==> src/rtl/bds_pkg.sv <==
package bds_pkg;
  typedef enum logic [1:0] {
    MODE_TDD   = 2'd0,
    MODE_FDD   = 2'd1,
    MODE_INDEP = 2'd2,
    MODE_ALT   = 2'd3
  } mode_e;

  typedef enum logic [1:0] {
    SQ_IDLE    = 2'd0,
    SQ_SETUP   = 2'd1,
    SQ_BURST   = 2'd2,
    SQ_RELEASE = 2'd3
  } seq_e;
endpackage

==> src/rtl/bds_ctrl.sv <==
module bds_ctrl
  import bds_pkg::*;
#(
  parameter int CNT_W = 4
) (
  input  logic             clk_i,
  input  logic             rst_ni,
  input  logic             req_start_i,
  input  logic             req_dir_i,
  input  logic             req_stop_i,
  input  logic [CNT_W-1:0] setup_cyc_i,
  input  logic [CNT_W-1:0] release_cyc_i,
  output logic             enable_o,
  output logic             busy_o,
  output logic             burst_o,
  output logic             err_start_o,
  output logic             err_stop_o,
  output logic             dir_load_o,
  output logic             dir_val_o,
  output logic             idle_free_o
);
  localparam logic [CNT_W-1:0] ONE = CNT_W'(1);

  seq_e             state_q, state_n;
  logic [CNT_W-1:0] cnt_q, cnt_n;
  logic             en_q, en_n;
  logic             pend_q, pend_n;
  logic             pdir_q, pdir_n;
  logic             spend_q, spend_n;
  logic             es_q, es_n;
  logic             ep_q, ep_n;
  logic             zero_setup;

  assign zero_setup = (setup_cyc_i == '0);

  always_comb begin
    state_n     = state_q;
    cnt_n       = cnt_q;
    en_n        = 1'b0;
    pend_n      = pend_q;
    pdir_n      = pdir_q;
    spend_n     = spend_q;
    es_n        = es_q;
    ep_n        = ep_q;
    dir_load_o  = 1'b0;
    dir_val_o   = pend_q ? pdir_q : req_dir_i;
    idle_free_o = 1'b0;
    unique case (state_q)
      SQ_IDLE: begin
        if (req_stop_i) ep_n = 1'b1;
        if (pend_q && req_start_i) es_n = 1'b1;
        if (pend_q || req_start_i) begin
          if (en_q && zero_setup) begin
            // back-to-back pulse would merge: park the request one cycle
            if (!pend_q) begin
              pend_n = 1'b1;
              pdir_n = req_dir_i;
            end
          end else begin
            dir_load_o = 1'b1;
            pend_n     = 1'b0;
            if (zero_setup) begin
              en_n    = 1'b1;
              state_n = SQ_BURST;
            end else begin
              cnt_n   = setup_cyc_i - ONE;
              state_n = SQ_SETUP;
            end
          end
        end else begin
          idle_free_o = 1'b1;
        end
      end
      SQ_SETUP: begin
        if (req_start_i) es_n = 1'b1;
        if (req_stop_i)  ep_n = 1'b1;
        if (cnt_q == '0) begin
          en_n    = 1'b1;
          state_n = SQ_BURST;
        end else begin
          cnt_n = cnt_q - ONE;
        end
      end
      SQ_BURST: begin
        if (req_start_i) es_n = 1'b1;
        if ((req_stop_i || spend_q) && !en_q) begin
          en_n    = 1'b1;
          spend_n = 1'b0;
          if (release_cyc_i == '0) begin
            state_n = SQ_IDLE;
          end else begin
            cnt_n   = release_cyc_i - ONE;
            state_n = SQ_RELEASE;
          end
        end else if (req_stop_i) begin
          spend_n = 1'b1;
        end
      end
      SQ_RELEASE: begin
        if (req_stop_i) ep_n = 1'b1;
        if (req_start_i) begin
          if (pend_q) begin
            es_n = 1'b1;
          end else begin
            pend_n = 1'b1;
            pdir_n = req_dir_i;
          end
        end
        if (cnt_q == '0) state_n = SQ_IDLE;
        else             cnt_n   = cnt_q - ONE;
      end
      default: state_n = SQ_IDLE;
    endcase
  end

  always_ff @(posedge clk_i or negedge rst_ni) begin
    if (!rst_ni) begin
      state_q <= SQ_IDLE;
      cnt_q   <= '0;
      en_q    <= 1'b0;
      pend_q  <= 1'b0;
      pdir_q  <= 1'b0;
      spend_q <= 1'b0;
      es_q    <= 1'b0;
      ep_q    <= 1'b0;
    end else begin
      state_q <= state_n;
      cnt_q   <= cnt_n;
      en_q    <= en_n;
      pend_q  <= pend_n;
      pdir_q  <= pdir_n;
      spend_q <= spend_n;
      es_q    <= es_n;
      ep_q    <= ep_n;
    end
  end

  assign enable_o    = en_q;
  assign busy_o      = (state_q == SQ_SETUP) || (state_q == SQ_BURST);
  assign burst_o     = (state_q == SQ_BURST);
  assign err_start_o = es_q;
  assign err_stop_o  = ep_q;
endmodule

==> src/rtl/bds_dir.sv <==
module bds_dir
  import bds_pkg::*;
(
  input  logic  clk_i,
  input  logic  rst_ni,
  input  mode_e mode_i,
  input  logic  dir_load_i,
  input  logic  dir_val_i,
  input  logic  tx_on_i,
  output logic  txnrx_o
);
  logic dir_q, dir_n;

  always_comb begin
    dir_n = dir_q;
    unique case (mode_i)
      MODE_TDD:   if (dir_load_i) dir_n = dir_val_i;
      MODE_INDEP: dir_n = tx_on_i;
      default:    dir_n = 1'b0;
    endcase
  end

  always_ff @(posedge clk_i or negedge rst_ni) begin
    if (!rst_ni) dir_q <= 1'b0;
    else         dir_q <= dir_n;
  end

  assign txnrx_o = dir_q;
endmodule

==> src/rtl/burst_dir_seq.sv <==
module burst_dir_seq
  import bds_pkg::*;
#(
  parameter int CNT_W = 4
) (
  input  logic             clk_i,
  input  logic             rst_ni,
  input  logic [1:0]       mode_i,
  input  logic             req_start_i,
  input  logic             req_dir_i,
  input  logic             req_stop_i,
  input  logic             tx_on_i,
  input  logic [CNT_W-1:0] setup_cyc_i,
  input  logic [CNT_W-1:0] release_cyc_i,
  output logic             enable_o,
  output logic             txnrx_o,
  output logic             busy_o,
  output logic             burst_active_o,
  output logic             err_start_o,
  output logic             err_stop_o
);
  logic  rst_meta_q, rst_n_s;
  mode_e mode_q;
  logic  dir_load, dir_val, idle_free;

  // assert immediately, release after two clock edges
  always_ff @(posedge clk_i or negedge rst_ni) begin
    if (!rst_ni) begin
      rst_meta_q <= 1'b0;
      rst_n_s    <= 1'b0;
    end else begin
      rst_meta_q <= 1'b1;
      rst_n_s    <= rst_meta_q;
    end
  end

  always_ff @(posedge clk_i or negedge rst_n_s) begin
    if (!rst_n_s)       mode_q <= MODE_TDD;
    else if (idle_free) mode_q <= mode_e'(mode_i);
  end

  bds_ctrl #(.CNT_W(CNT_W)) u_ctrl (
    .clk_i        (clk_i),
    .rst_ni       (rst_n_s),
    .req_start_i  (req_start_i),
    .req_dir_i    (req_dir_i),
    .req_stop_i   (req_stop_i),
    .setup_cyc_i  (setup_cyc_i),
    .release_cyc_i(release_cyc_i),
    .enable_o     (enable_o),
    .busy_o       (busy_o),
    .burst_o      (burst_active_o),
    .err_start_o  (err_start_o),
    .err_stop_o   (err_stop_o),
    .dir_load_o   (dir_load),
    .dir_val_o    (dir_val),
    .idle_free_o  (idle_free)
  );

  bds_dir u_dir (
    .clk_i     (clk_i),
    .rst_ni    (rst_n_s),
    .mode_i    (mode_q),
    .dir_load_i(dir_load),
    .dir_val_i (dir_val),
    .tx_on_i   (tx_on_i),
    .txnrx_o   (txnrx_o)
  );
endmodule

==> config.mk <==
export PLATFORM = sky130hd
export DESIGN_NAME = burst_dir_seq
export DESIGN_NICKNAME = d
export VERILOG_FILES = /design/src/rtl/bds_pkg.sv /design/src/rtl/bds_ctrl.sv /design/src/rtl/bds_dir.sv /design/src/rtl/burst_dir_seq.sv
export SDC_FILE = /design/constraint.sdc
export NUM_CORES = 1
export LEC_CHECK = 0
export BUFFER_PORTS_ARGS = -buffer_cell sky130_fd_sc_hd__clkbuf_2
export CORE_ASPECT_RATIO = 1.1
export CORE_MARGIN = 1
export CORE_UTILIZATION = 45
export DETAILED_ROUTE_END_ITERATION = 8
export MAX_ROUTING_LAYER = met4
export PLACE_DENSITY = 0.73
export SETUP_SLACK_MARGIN = 0.3
export SLEW_MARGIN = 0
export SYNTH_ARGS = -nofsm -noshare
export SYNTH_HDL_FRONTEND = slang
export SYNTH_SLANG_ARGS = --single-unit
==> constraint.sdc <==
create_clock -name clk_i -period 1.9 [get_ports clk_i]
set_input_delay 0.19 -clock clk_i [delete_from_list [all_inputs] [get_ports clk_i]]
set_output_delay 0.19 -clock clk_i [all_outputs]
set_load 0.005 [all_outputs]
Word level (Yosys, flattened, before mapping) --
Cells that the tools add are included.
Operators by class: mux-type cells 43, equal/unequal tests 18, add/sub/neg operators 3, reduce and logical (&&, ||, !) cells 24
Operators with widths (number):
- 4-bit two-way mux | 6
- 1-bit two-way mux | 23
- 2-bit by 1-bit inequality test with 1-bit output (second input constant) | 8
- 2-bit two-way mux | 7
- 4-bit zero test | 3
- 2-bit inequality test (second input constant) | 6
- 4-bit case mux with 3 select lines | 1
- 4-bit by 1-bit subtractor with 4-bit output (second input constant) | 3
- 2-bit case mux with 4 select lines | 1
- 4-bit AND reduction | 2
- 2-bit equality test (second input constant) | 3
- 1-bit case mux with 2 select lines | 3
- 1-bit case mux with 3 select lines | 2
- 6-bit AND reduction | 1
- 5-bit AND reduction | 1
- 2-bit zero test | 2
- 2-bit AND reduction | 2
- 2-bit nonzero test | 2
- 2-bit OR reduction | 2
- 1-bit logical AND | 3
- 1-bit logical OR | 3
- 3-bit AND reduction | 1
- 3-bit OR reduction | 1
- 2-bit by 1-bit equality test with 1-bit output (second input constant) | 1
- 1-bit zero test | 1
Storage, ports and cells: input port bits 16, output and inout port bits 6, register bits 17, word-level logic and storage cells 100

Logic depth before layout (Yosys ltp) --
Gate-level depths: netlist of run 1.
depth after elaboration 7, gate-level depth with buffers 9, depth with buffers taken out 8

Cells and area by module --
From an unflattened synthesis of run 1, not the netlist that was laid out.
Unflattened totals: cells, all modules 99, area total of the unflattened synthesis 1042.2 µm²
By module, submodules not included:
- bds_ctrl | seq. area each 300.3 µm², instances 1, cells an instance 87, area each 858.3 µm²
- burst_dir_seq | seq. area each 100.1 µm², instances 1, cells an instance 7, area each 126.4 µm²
- bds_dir | seq. area each 25.0 µm², instances 1, cells an instance 5, area each 57.6 µm²

Least setup slack after synthesis of run 1 --
No wires, ideal clock.
path type reg2reg, start point reg u_ctrl.state_q[0], end point reg u_ctrl.cnt_q[2], data required time 1.775 ns, period minus slack after synthesis 2.025 ns, buffers on the path 1, stages on the path, launching flop included 10, setup time 0.125 ns, setup slack -0.125 ns, arrival time 1.900 ns, path through dfrtp_1 -> inv_1 -> ha_1 -> clkbuf_1 -> a21oi_1 -> a22oi_1 -> inv_1 -> ha_1 -> xor2_1 -> mux2_4
On the way: cells in the longest elaborated chain, start to end 4, elaborated cells on any way between the ends 13, classes of those cells eq/ne: 9; mux: 1; reduce/logical: 3
Ends and longest elaborated chain:
- start, declared | RTL line bds_ctrl.sv:24 | seq_e state_q, state_n;
- start signal, assigned | RTL line bds_ctrl.sv:127 | state_q <= state_n;
- 2-bit equality test / 2-bit by 1-bit equality test with 1-bit output (equally long branches) | RTL line bds_ctrl.sv:48 | unique case (state_q)
- 2-bit OR reduction (no line)
- 2-bit inequality test (no line)
- 6-bit AND reduction (no line)
- end signal, assigned | RTL line bds_ctrl.sv:128 | cnt_q <= cnt_n;
- end, declared | RTL line bds_ctrl.sv:25 | logic [CNT_W-1:0] cnt_q, cnt_n;
Several ways; a longest one is shown, not always the timed one. A chain may end at the register's enable or synchronous reset.

Worst setup path in the final report of run 1 --
Ends and elaborated chain as after synthesis.

==> results of run 1 <==
cells by family after synthesis:
| family | Yosys count | synth area share |
|---|---|---|
| xor gates and xnor gates | 1 | 0.00818 |
| AOI/OAI and AO/OA | 33 | 0.201 |
| other | 1 | 0.00350 |
| adders and majority gates | 7 | 0.0818 |
| muxes | 10 | 0.107 |
| buffers and inverters | 13 | 0.0537 |
| DFF | 17 | 0.397 |
| and+or+nand+nor | 25 | 0.147 |
metrics by stage:
step | utilization | hold WS (ns)
global route | 0.721 | 0.132
CTS | 0.696 | 0.127
floorplan | - | -0.106
global placement | 0.586 | -0.0243
finish | 0.721 | 0.130
detailed placement | 0.586 | -0.0229
layout make-up:
type                    count  share of cell area
flip-flops and latches     17               0.263
well taps                  30              0.0231
repair buffers             49               0.205
multi-input cells          77               0.465
clock buffers               3              0.0139
clock inverters             1             0.00308
inverters                  10              0.0262
timing repair:
action,CTS,global route
gates resized for setup,17,13
hold buffers,1,0
setup endpoints to repair,7,12
pin swaps,13,7
hold endpoints to repair,2,0
buffers inserted,20,1
routing by layer:
| metal | share of wire | wire length [um] | GRT usage | up-vias |
|---|---|---|---|---|
| met1 | 0.42 | 1230 | 0.283 | 480 |
| met4 | 0.020 | 59 | 0.103 | 0 |
| met3 | 0.028 | 80 | 0.0201 | 7 |
| met5 | 0 | 0 | - | - |
| met2 | 0.53 | 1530 | 0.453 | 24 |
| li1 | - | - | - | 483 |
state kept, by name, summed over array words and instances, names as in the netlist:
name	count
u_ctrl.spend_q	1
u_ctrl.enable_o	1
u_ctrl.state_q	2
u_ctrl.pdir_q	1
rst_n_s	1
mode_q	2
u_ctrl.cnt_q	4
u_dir.txnrx_o	1
u_ctrl.err_stop_o	1
u_ctrl.err_start_o	1
rst_meta_q	1
u_ctrl.pend_q	1
Yosys cell counts, types with 2 or more instances:
library cell  number
a22oi_1            2
mux2_2             4
nand3b_1           2
inv_1             10
nor4_1             2
a31oi_1            2
mux2_4             2
nor2b_1            2
dfrtp_1           17
nand2_1            3
o21ai_0            5
mux2i_1            4
or2_2              2
a21o_1             2
nor2_1             5
ha_1               7
nand2b_1           3
a21oi_1           12
o211ai_1           2
report_power, final:
part,switching (mW),total [mW],leakage [nW],internal [mW]
clock network,0.120,0.199,0.0177,0.0784
registers,0.160,0.678,0.196,0.518
logic,0.938,2.10,0.509,1.16
critical path: stages (launching register included):
cell and delay [ns]:
dfrtp_2 0.45, buf_6 0.13, ha_4 0.17, or2_4 0.25, a22oi_2 0.15, and3_4 0.25
mux2_4 0.30
worst min-delay path by stage:
stage,from,endpoint,slack [ns],cells after the start
floorplan,rst_ni,rst_meta_q,-0.11,0
global placement,rst_ni,rst_meta_q,-0.02,1
detailed placement,rst_ni,rst_meta_q,-0.02,1
CTS,mode_i[1],mode_q[1],0.13,2
global route,mode_i[1],mode_q[1],0.13,2
finish,mode_i[1],mode_q[1],0.13,2
==> run metrics, run 1 <==
Max Cap Violations=0; Die ar.=2580 um^2; multi-input logic area=756 um^2; gr usage total=0.247; final setup fails=0; die height=53.2 um; capturing point of the worst reg2reg path=u_ctrl.cnt_q[2]; gr ovfl total=0; drt first pass iters=2; Routed wire per std cell=15.5 um; Final Hold Viols=0; ANT cells=0; Area after DPL=1320 um^2; Post-synth EDFFs=0; Pwr Total=2.98 mW; # fillers=179; setup TNS=0 ns; antenna violations before repair=0; Clock Path Buffers=2; Initial Util=0.476; FFs w/ async S/R, synth=1.00; Setup Crit Path Kind=reg -> reg; HPWL Detailed=1790 um; type of origin of the critical path=register; FF/Latch Area=428 um^2; largest net degree at the start of global routing=16; Port Buffer Count=21; Syn Area/Cell=10.0 um^2; Cells after Synth=107; clock latency on the worst-skew pair=0.30 ns; Horiz. Die Dim=48.5 um; Yosys reg bits=17; most frequent cells in the layout=23 x buf_4, 21 x clkbuf_2, 15 x dfrtp_1; layout cells sized above 1=0.592; RR Startpoint=u_ctrl.state_q[0]; RSZ-0062 raised after global routing=true; data arrival time of the worst path=2.00 ns; required time of the critical path=2.08 ns; synth top area cells=dfrtp_1 40%, ha_1 8.2%, a21oi_1 5.6%, mux2_2 4.2%, mux2i_1 3.7%; Main synth FF type=dfrtp_1; Mapped Area=1070 um^2; Worst R2R Path Depth=6; area delta synth->final=51.6%; most common cell after layout, fill and taps aside=buf_4; Core ar.=2250 um^2; # clock sinks=17; final worst-path setup slack=0.0804 ns; H-tree depth=1; Mapped Nets=130; Top Ports=22; Slew headroom=0.572; min cycle time layout=1.82 ns; top cell type's share of synthesized area=0.397; dpl ws=-0.0183 ns; largest area contributor in the netlist=dfrtp_1; vias in the first global route=1025; root buffer cell=clkbuf_4; Hold Crit Class=in -> reg; sequential fraction of the synthesis area=0.397; YS warnings=0; Crit Path Max Fanout=6; first-pass GRT wire length=4600 um; via count=994; CP endpoint kind=register; fin cells=187; Initial DRC Count=6; max frequency=550 MHz; Netlist cell types=38; PD cells=1830 nW/um^2; Routed Antenna Nets=0; Nets=181; CP Launch Point=u_ctrl.state_q[0]; Setup Skew=0.0102 ns; setup slack, reg-to-reg=0.08 ns; Clock transition at path regs=0.11 ns; Slew Limit Fails=0; total CTS buffers=3; Setup crit end=u_ctrl.cnt_q[2]; Inst Count DP=161; Routed WL=2900 um; row cnt=18; status=completed; Final period util=0.958; vias per cell=5.32; post-route cell area=1620 um^2; GP Congestion=0.843; maximum vdd ir drop=1.10 mV; Worst Tran Pin Value=0.642 ns; CTS tree=built; leak pwr=0.723 nW; # DRC=0
Note: power is estimated with default switching activity, not from simulation.
==> run 2, diff against run 1 <==
--- a/config.mk
+++ b/config.mk
@@ -6,7 +6,6 @@
 export NUM_CORES = 1
 export LEC_CHECK = 0
 export BUFFER_PORTS_ARGS = -buffer_cell sky130_fd_sc_hd__clkbuf_2
-export CORE_ASPECT_RATIO = 1.1
 export CORE_MARGIN = 1
 export CORE_UTILIZATION = 45
 export DETAILED_ROUTE_END_ITERATION = 8
==> run metrics, run 2 (synthesized netlist as in run 1, its figures left out) <==
Routed wire per std cell=15.8 um (+1.5%); CP endpoint kind=register; Routed WL=2880 um (-0.65%); final worst-path setup slack=0.0901 ns (+0.00977 ns); Setup crit end=u_ctrl.cnt_q[2]; RR Startpoint=u_ctrl.state_q[0]; post-route cell area=1600 um^2 (-1.4%); Worst R2R Path Depth=6 (unchanged); # DRC=0 (unchanged); row cnt=17 (-1); layout cells sized above 1=0.555 (-0.0375); antenna violations before repair=0 (unchanged); utilization after layout=0.717 (-0.00402); Hold Crit Class=in -> reg; maximum vdd ir drop=1.19 mV (+8.0%); P_int=1.72 mW (-1.9%); Final Hold Viols=0 (unchanged); max frequency=553 MHz (+0.54%); Area after DPL=1320 um^2 (+0.38%); # clock sinks=17 (unchanged); setup TNS=0 ns (unchanged); sequential share of power=0.246 (+0.018); Setup Crit Path Kind=reg -> reg; area delta synth->final=49.5%; Horiz. Die Dim=50.8 um (+4.7%); fin cells=183 (-2.1%); Setup Skew=0.00450 ns (-0.00567 ns); Crit Path Max Fanout=6 (unchanged); vias per cell=5.47 (+2.9%); PD cells=1810 nW/um^2 (-1.2%); met2 usage=0.356 (-0.0975); GP Congestion=0.909 (+7.9%); Clock Path Buffers=2 (unchanged); H-tree depth=1 (unchanged); # fillers=158 (-12%); final setup fails=0 (unchanged); Net Sw Frac=0.406 (-0.00400); Max Cap Violations=0 (unchanged); Worst Tran Pin Value=0.605 ns (-0.0376 ns); Die ar.=2580 um^2 (about the same); gr usage total=0.220 (-0.0268); Largest regs=u_ctrl.cnt_q x4, mode_q x2, u_ctrl.state_q x2; WP depth=6 (unchanged); cell at the slowest stage of the critical path=dfrtp_2; GRT met1 Usage=0.275 (-0.00784); CP Launch Point=u_ctrl.state_q[0]; clock latency on the worst-skew pair=0.30 ns (about the same); critical path's top delay family=simple AND/OR/NAND/NOR gates; Core ar.=2230 um^2 (-0.83%); vias in the first global route=921 (-10%); Slew headroom=0.597 (+0.0251); Initial DRC Count=20 (+14); Top Usage Layer GRT=met2; type of origin of the critical path=register; Worst path max stage delay=0.45 ns (about the same); Slew Limit Fails=0 (unchanged); Top Ports=22 (unchanged); via count=1001 (+0.70%); Initial Util=0.480 (+0.00400); met3 Usage GRT=0.0273 (+0.00716); data arrival time of the worst path=1.99 ns (about the same); required time of the critical path=2.08 ns (about the same); RSZ-0062 raised after global routing=true; combinational share of power=0.689 (-0.016); most frequent cells in the layout=21 x clkbuf_2, 20 x buf_4, 15 x dfrtp_1; status=completed; Port Buffer Count=21 (unchanged); Nets=179 (-1.1%); gr ovfl total=0 (unchanged); die height=50.8 um (-4.5%); CTS tree=built; Biggest register=u_ctrl.cnt_q; setup slack, reg-to-reg=0.09 ns (about the same); Clk network pwr share=0.065 (-0.002); capturing point of the worst reg2reg path=u_ctrl.cnt_q[2]; HPWL Detailed=1700 um (-5.1%); root buffer cell=clkbuf_4; leak pwr=0.715 nW (-1.2%); Inst Count DP=160 (-0.62%); crit-path cells=buf_6 > ha_4 > or2_4 > a22oi_2 > and3_4 > mux2_4; Routed Antenna Nets=0 (unchanged); Switching Power=1.18 mW (-3.5%); drt first pass iters=4 (+2); largest net degree at the start of global routing=16 (unchanged); most common cell after layout, fill and taps aside=clkbuf_2; Clock transition at path regs=0.09 ns (-0.02 ns); first-pass GRT wire length=4060 um (-12%); Largest register FFs=4 (unchanged); Final period util=0.953 (-0.00514); min cycle time layout=1.81 ns (-0.00977 ns); ANT cells=0 (unchanged); dpl ws=0.0359 ns (+0.0542 ns); Bufs and invs on worst path=1 (unchanged); total CTS buffers=3 (unchanged)
## run 2: power by group through the flow
stage | registers (mW) | clock network [mW] | logic, mW
3_5_place_dp | 0.681 | 0 | 1.42
5_1_grt | 0.729 | 0.206 | 2.16
2_1_floorplan | 0.651 | 0 | 1.15
4_1_cts | 0.666 | 0.192 | 1.81
3_3_place_gp | 0.672 | 0 | 1.39
6_report | 0.713 | 0.190 | 2.00
## run 2: worst min-delay path by stage
stage,startpoint,end,cells after the start
finish,mode_i[1],mode_q[1],2
global route,mode_i[1],mode_q[1],2
CTS,mode_i[1],mode_q[1],2
global placement,rst_ni,rst_meta_q,1
floorplan,rst_ni,rst_meta_q,0
detailed placement,rst_ni,rst_meta_q,1
## run 2: per-layer routing
layer | vias up | wire length [um]
li1 | 482 | -
met1 | 473 | 1210
met2 | 37 | 1420
met3 | 9 | 145
met4 | 0 | 106
met5 | - | 0
## run 2: worst register-to-register path, stage by stage, from the launching register on
cell and delay, ns:
dfrtp_2 0.45, buf_6 0.14, ha_4 0.18, or2_4 0.25, a22oi_2 0.15, and3_4 0.24
mux2_4 0.29
## run 2: what timing repair did
| action | in CTS | in global routing |
|---|---|---|
| resized for setup | 21 | 9 |
| hold buffers | 1 | 0 |
| buffers inserted | 14 | 4 |
| endpoints found under the hold margin | 2 | 0 |
| pin swaps | 10 | 8 |
| setup endpoints to repair | 10 | 12 |
## run 2: layout make-up
cell class / count / area [um^2] / share of cell area
well taps: 28 / 35.0 / 0.0219
flip-flops and latches: 17 / 428 / 0.267
repair buffers: 47 / 322 / 0.201
clock buffers: 4 / 26.3 / 0.0164
multi-input cells: 77 / 746 / 0.466
inverters: 10 / 45.0 / 0.0281
## run 2: through the flow
stage               hold WS, ns  total power, mW
floorplan                -0.106             1.80
CTS                       0.126             2.67
detailed placement      -0.0213             2.10
global route              0.123             3.10
finish                    0.124             2.90
global placement        -0.0243             2.07
==> run 3, diff against run 2 <==
==> constraint.sdc (replaced) <==
create_clock -name clk_i -period 2.3 [get_ports clk_i]
set_input_delay 0.23 -clock clk_i [delete_from_list [all_inputs] [get_ports clk_i]]
set_output_delay 0.23 -clock clk_i [all_outputs]
set_load 0.005 [all_outputs]
==> run metrics, run 3 (synthesized netlist as in run 1, its figures left out) <==
status=completed; total CTS buffers=3 (unchanged); Final Hold Viols=0 (unchanged); largest net degree at the start of global routing=16 (unchanged); Die ar.=2580 um^2 (unchanged); final setup fails=0 (unchanged); Min Hold Slack=0.165 ns (+0.0405 ns); Final period util=0.840 (-0.112); Worst R2R Path Depth=8 (+2); Hold Crit Class=in -> reg; RSZ-0062 raised after global routing=true; Pwr Total=1.84 mW (-37%); antenna violations before repair=0 (unchanged); Routed WL=2130 um (-26%); leak pwr=0.574 nW (-20%); min cycle time layout=1.93 ns (+0.123 ns); Slew Limit Fails=0 (unchanged); # clock sinks=17 (unchanged); Routed wire per std cell=13.2 um (-16%); root buffer cell=clkbuf_4; most frequent cells in the layout=21 x clkbuf_2, 15 x dfrtp_1, 11 x a21oi_1; Inst Count DP=155 (-3.1%); CP endpoint kind=register; Horiz. Die Dim=50.8 um (unchanged); Initial Util=0.480 (unchanged); Setup Skew=0.0103 ns (+0.00584 ns); first-pass GRT wire length=3500 um (-14%); clock latency on the worst-skew pair=0.30 ns (about the same); row cnt=17 (unchanged); GP Congestion=0.826 (-9.2%); FF/Latch Area=428 um^2 (unchanged); via count=879 (-12%); Top Ports=22 (unchanged); layout cells sized above 1=0.391 (-0.164); Slew headroom=0.581 (-0.0154); gr usage total=0.190 (-0.0297); Biggest register=u_ctrl.cnt_q; final worst-path setup slack=0.367 ns (+0.277 ns); # fillers=206 (+30%); HPWL Detailed=1660 um (-2.7%); PD cells=1400 nW/um^2 (-22%); type of origin of the critical path=register; fin cells=161 (-12%); Clock transition at path regs=0.10 ns (about the same); gr ovfl total=0 (unchanged); data arrival time of the worst path=2.12 ns (+0.13 ns); dpl ws=0.186 ns (+0.150 ns); Initial DRC Count=15 (-25%); maximum vdd ir drop=0.732 mV (-39%); Largest regs=u_ctrl.cnt_q x4, mode_q x2, u_ctrl.state_q x2; post-route cell area=1310 um^2 (-18%); vias in the first global route=808 (-12%); hold depth=2 (unchanged); drt first pass iters=5 (+1); ANT cells=0 (unchanged); # DRC=0 (unchanged); Setup Crit Path Kind=reg -> reg; utilization after layout=0.587 (-0.131); vias per cell=5.46 (-0.19%); Crit Path Max Fanout=7 (+1); Port Buffer Count=21 (unchanged); setup TNS=0 ns (unchanged); multi-input logic area=644 um^2 (-14%); Routed Antenna Nets=0 (unchanged); Nets=157 (-12%); Area after DPL=1210 um^2 (-8.9%); most common cell after layout, fill and taps aside=clkbuf_2; required time of the critical path=2.48 ns (+0.40 ns); CTS tree=built; max frequency=517 MHz (-6.4%); Max Cap Violations=0 (unchanged); area delta synth->final=22.3%; Largest register FFs=4 (unchanged); Core ar.=2230 um^2 (unchanged); H-tree depth=1 (unchanged); Clock Path Buffers=2 (unchanged); Worst Tran Pin Value=0.628 ns (+0.0231 ns); die height=50.8 um (unchanged)
## run 3: cell types whose count changed in the layout (fill, tap and decap cells not counted), sizes merged
cell	previous run	this run
clkbuf	25	24
inv	9	10
buf	25	3
## run 3: path summary, 6_finish.rpt
path / start / to / slack, ns
setup / recovery: u_ctrl.state_q[0] / u_ctrl.cnt_q[2] / 0.37
hold / removal: mode_i[0] / mode_q[0] / 0.16
setup reg to reg: u_ctrl.state_q[0] / u_ctrl.cnt_q[2] / 0.37
hold reg to reg: rst_n_s / u_ctrl.pend_q / 0.25
max in group asynchronous: rst_n_s / u_ctrl.state_q[0] / 1.61
min in group asynchronous: rst_ni / rst_meta_q / 0.25
## run 3: what timing repair did
action / 4_1_cts / 5_1_grt
pin swaps: 1 / 2
setup endpoints to repair: 3 / 3
hold buffers: 1 / 0
setup buffers: 1 / 0
gates resized for setup: 7 / 10
hold endpoints to repair: 2 / 0
## run 3: critical path, stage by stage, from the launching register on
cell and delay, ns:
dfrtp_2 0.46, inv_2 0.15, ha_4 0.20, a22oi_1 0.09, o21ai_1 0.22, inv_1 0.07, ha_1 0.19, xor2_1 0.16
mux2_4 0.27
## run 3: cell type report
| cell class | instances | area share |
|---|---|---|
| multi-input combinational | 77 | 0.492 |
| sequential | 17 | 0.327 |
| timing repair buffer | 25 | 0.105 |
| inverter | 10 | 0.0287 |
| tap | 28 | 0.0267 |
| clock buffer | 3 | 0.0172 |
| clock inverter | 1 | 0.00382 |
## run 3: where the power goes
group,internal [mW],switching (mW)
Sequential,0.428,0.129
Clock,0.0648,0.0957
Combinational,0.586,0.536
Total,1.08,0.761
## run 3: per-layer routing
layer	routed length (um)	track usage	vias to the layer above
met4	10	0.0463	0
met5	0	-	-
met1	919	0.229	422
met2	1120	0.311	18
met3	83	0.0576	2
li1	-	-	437
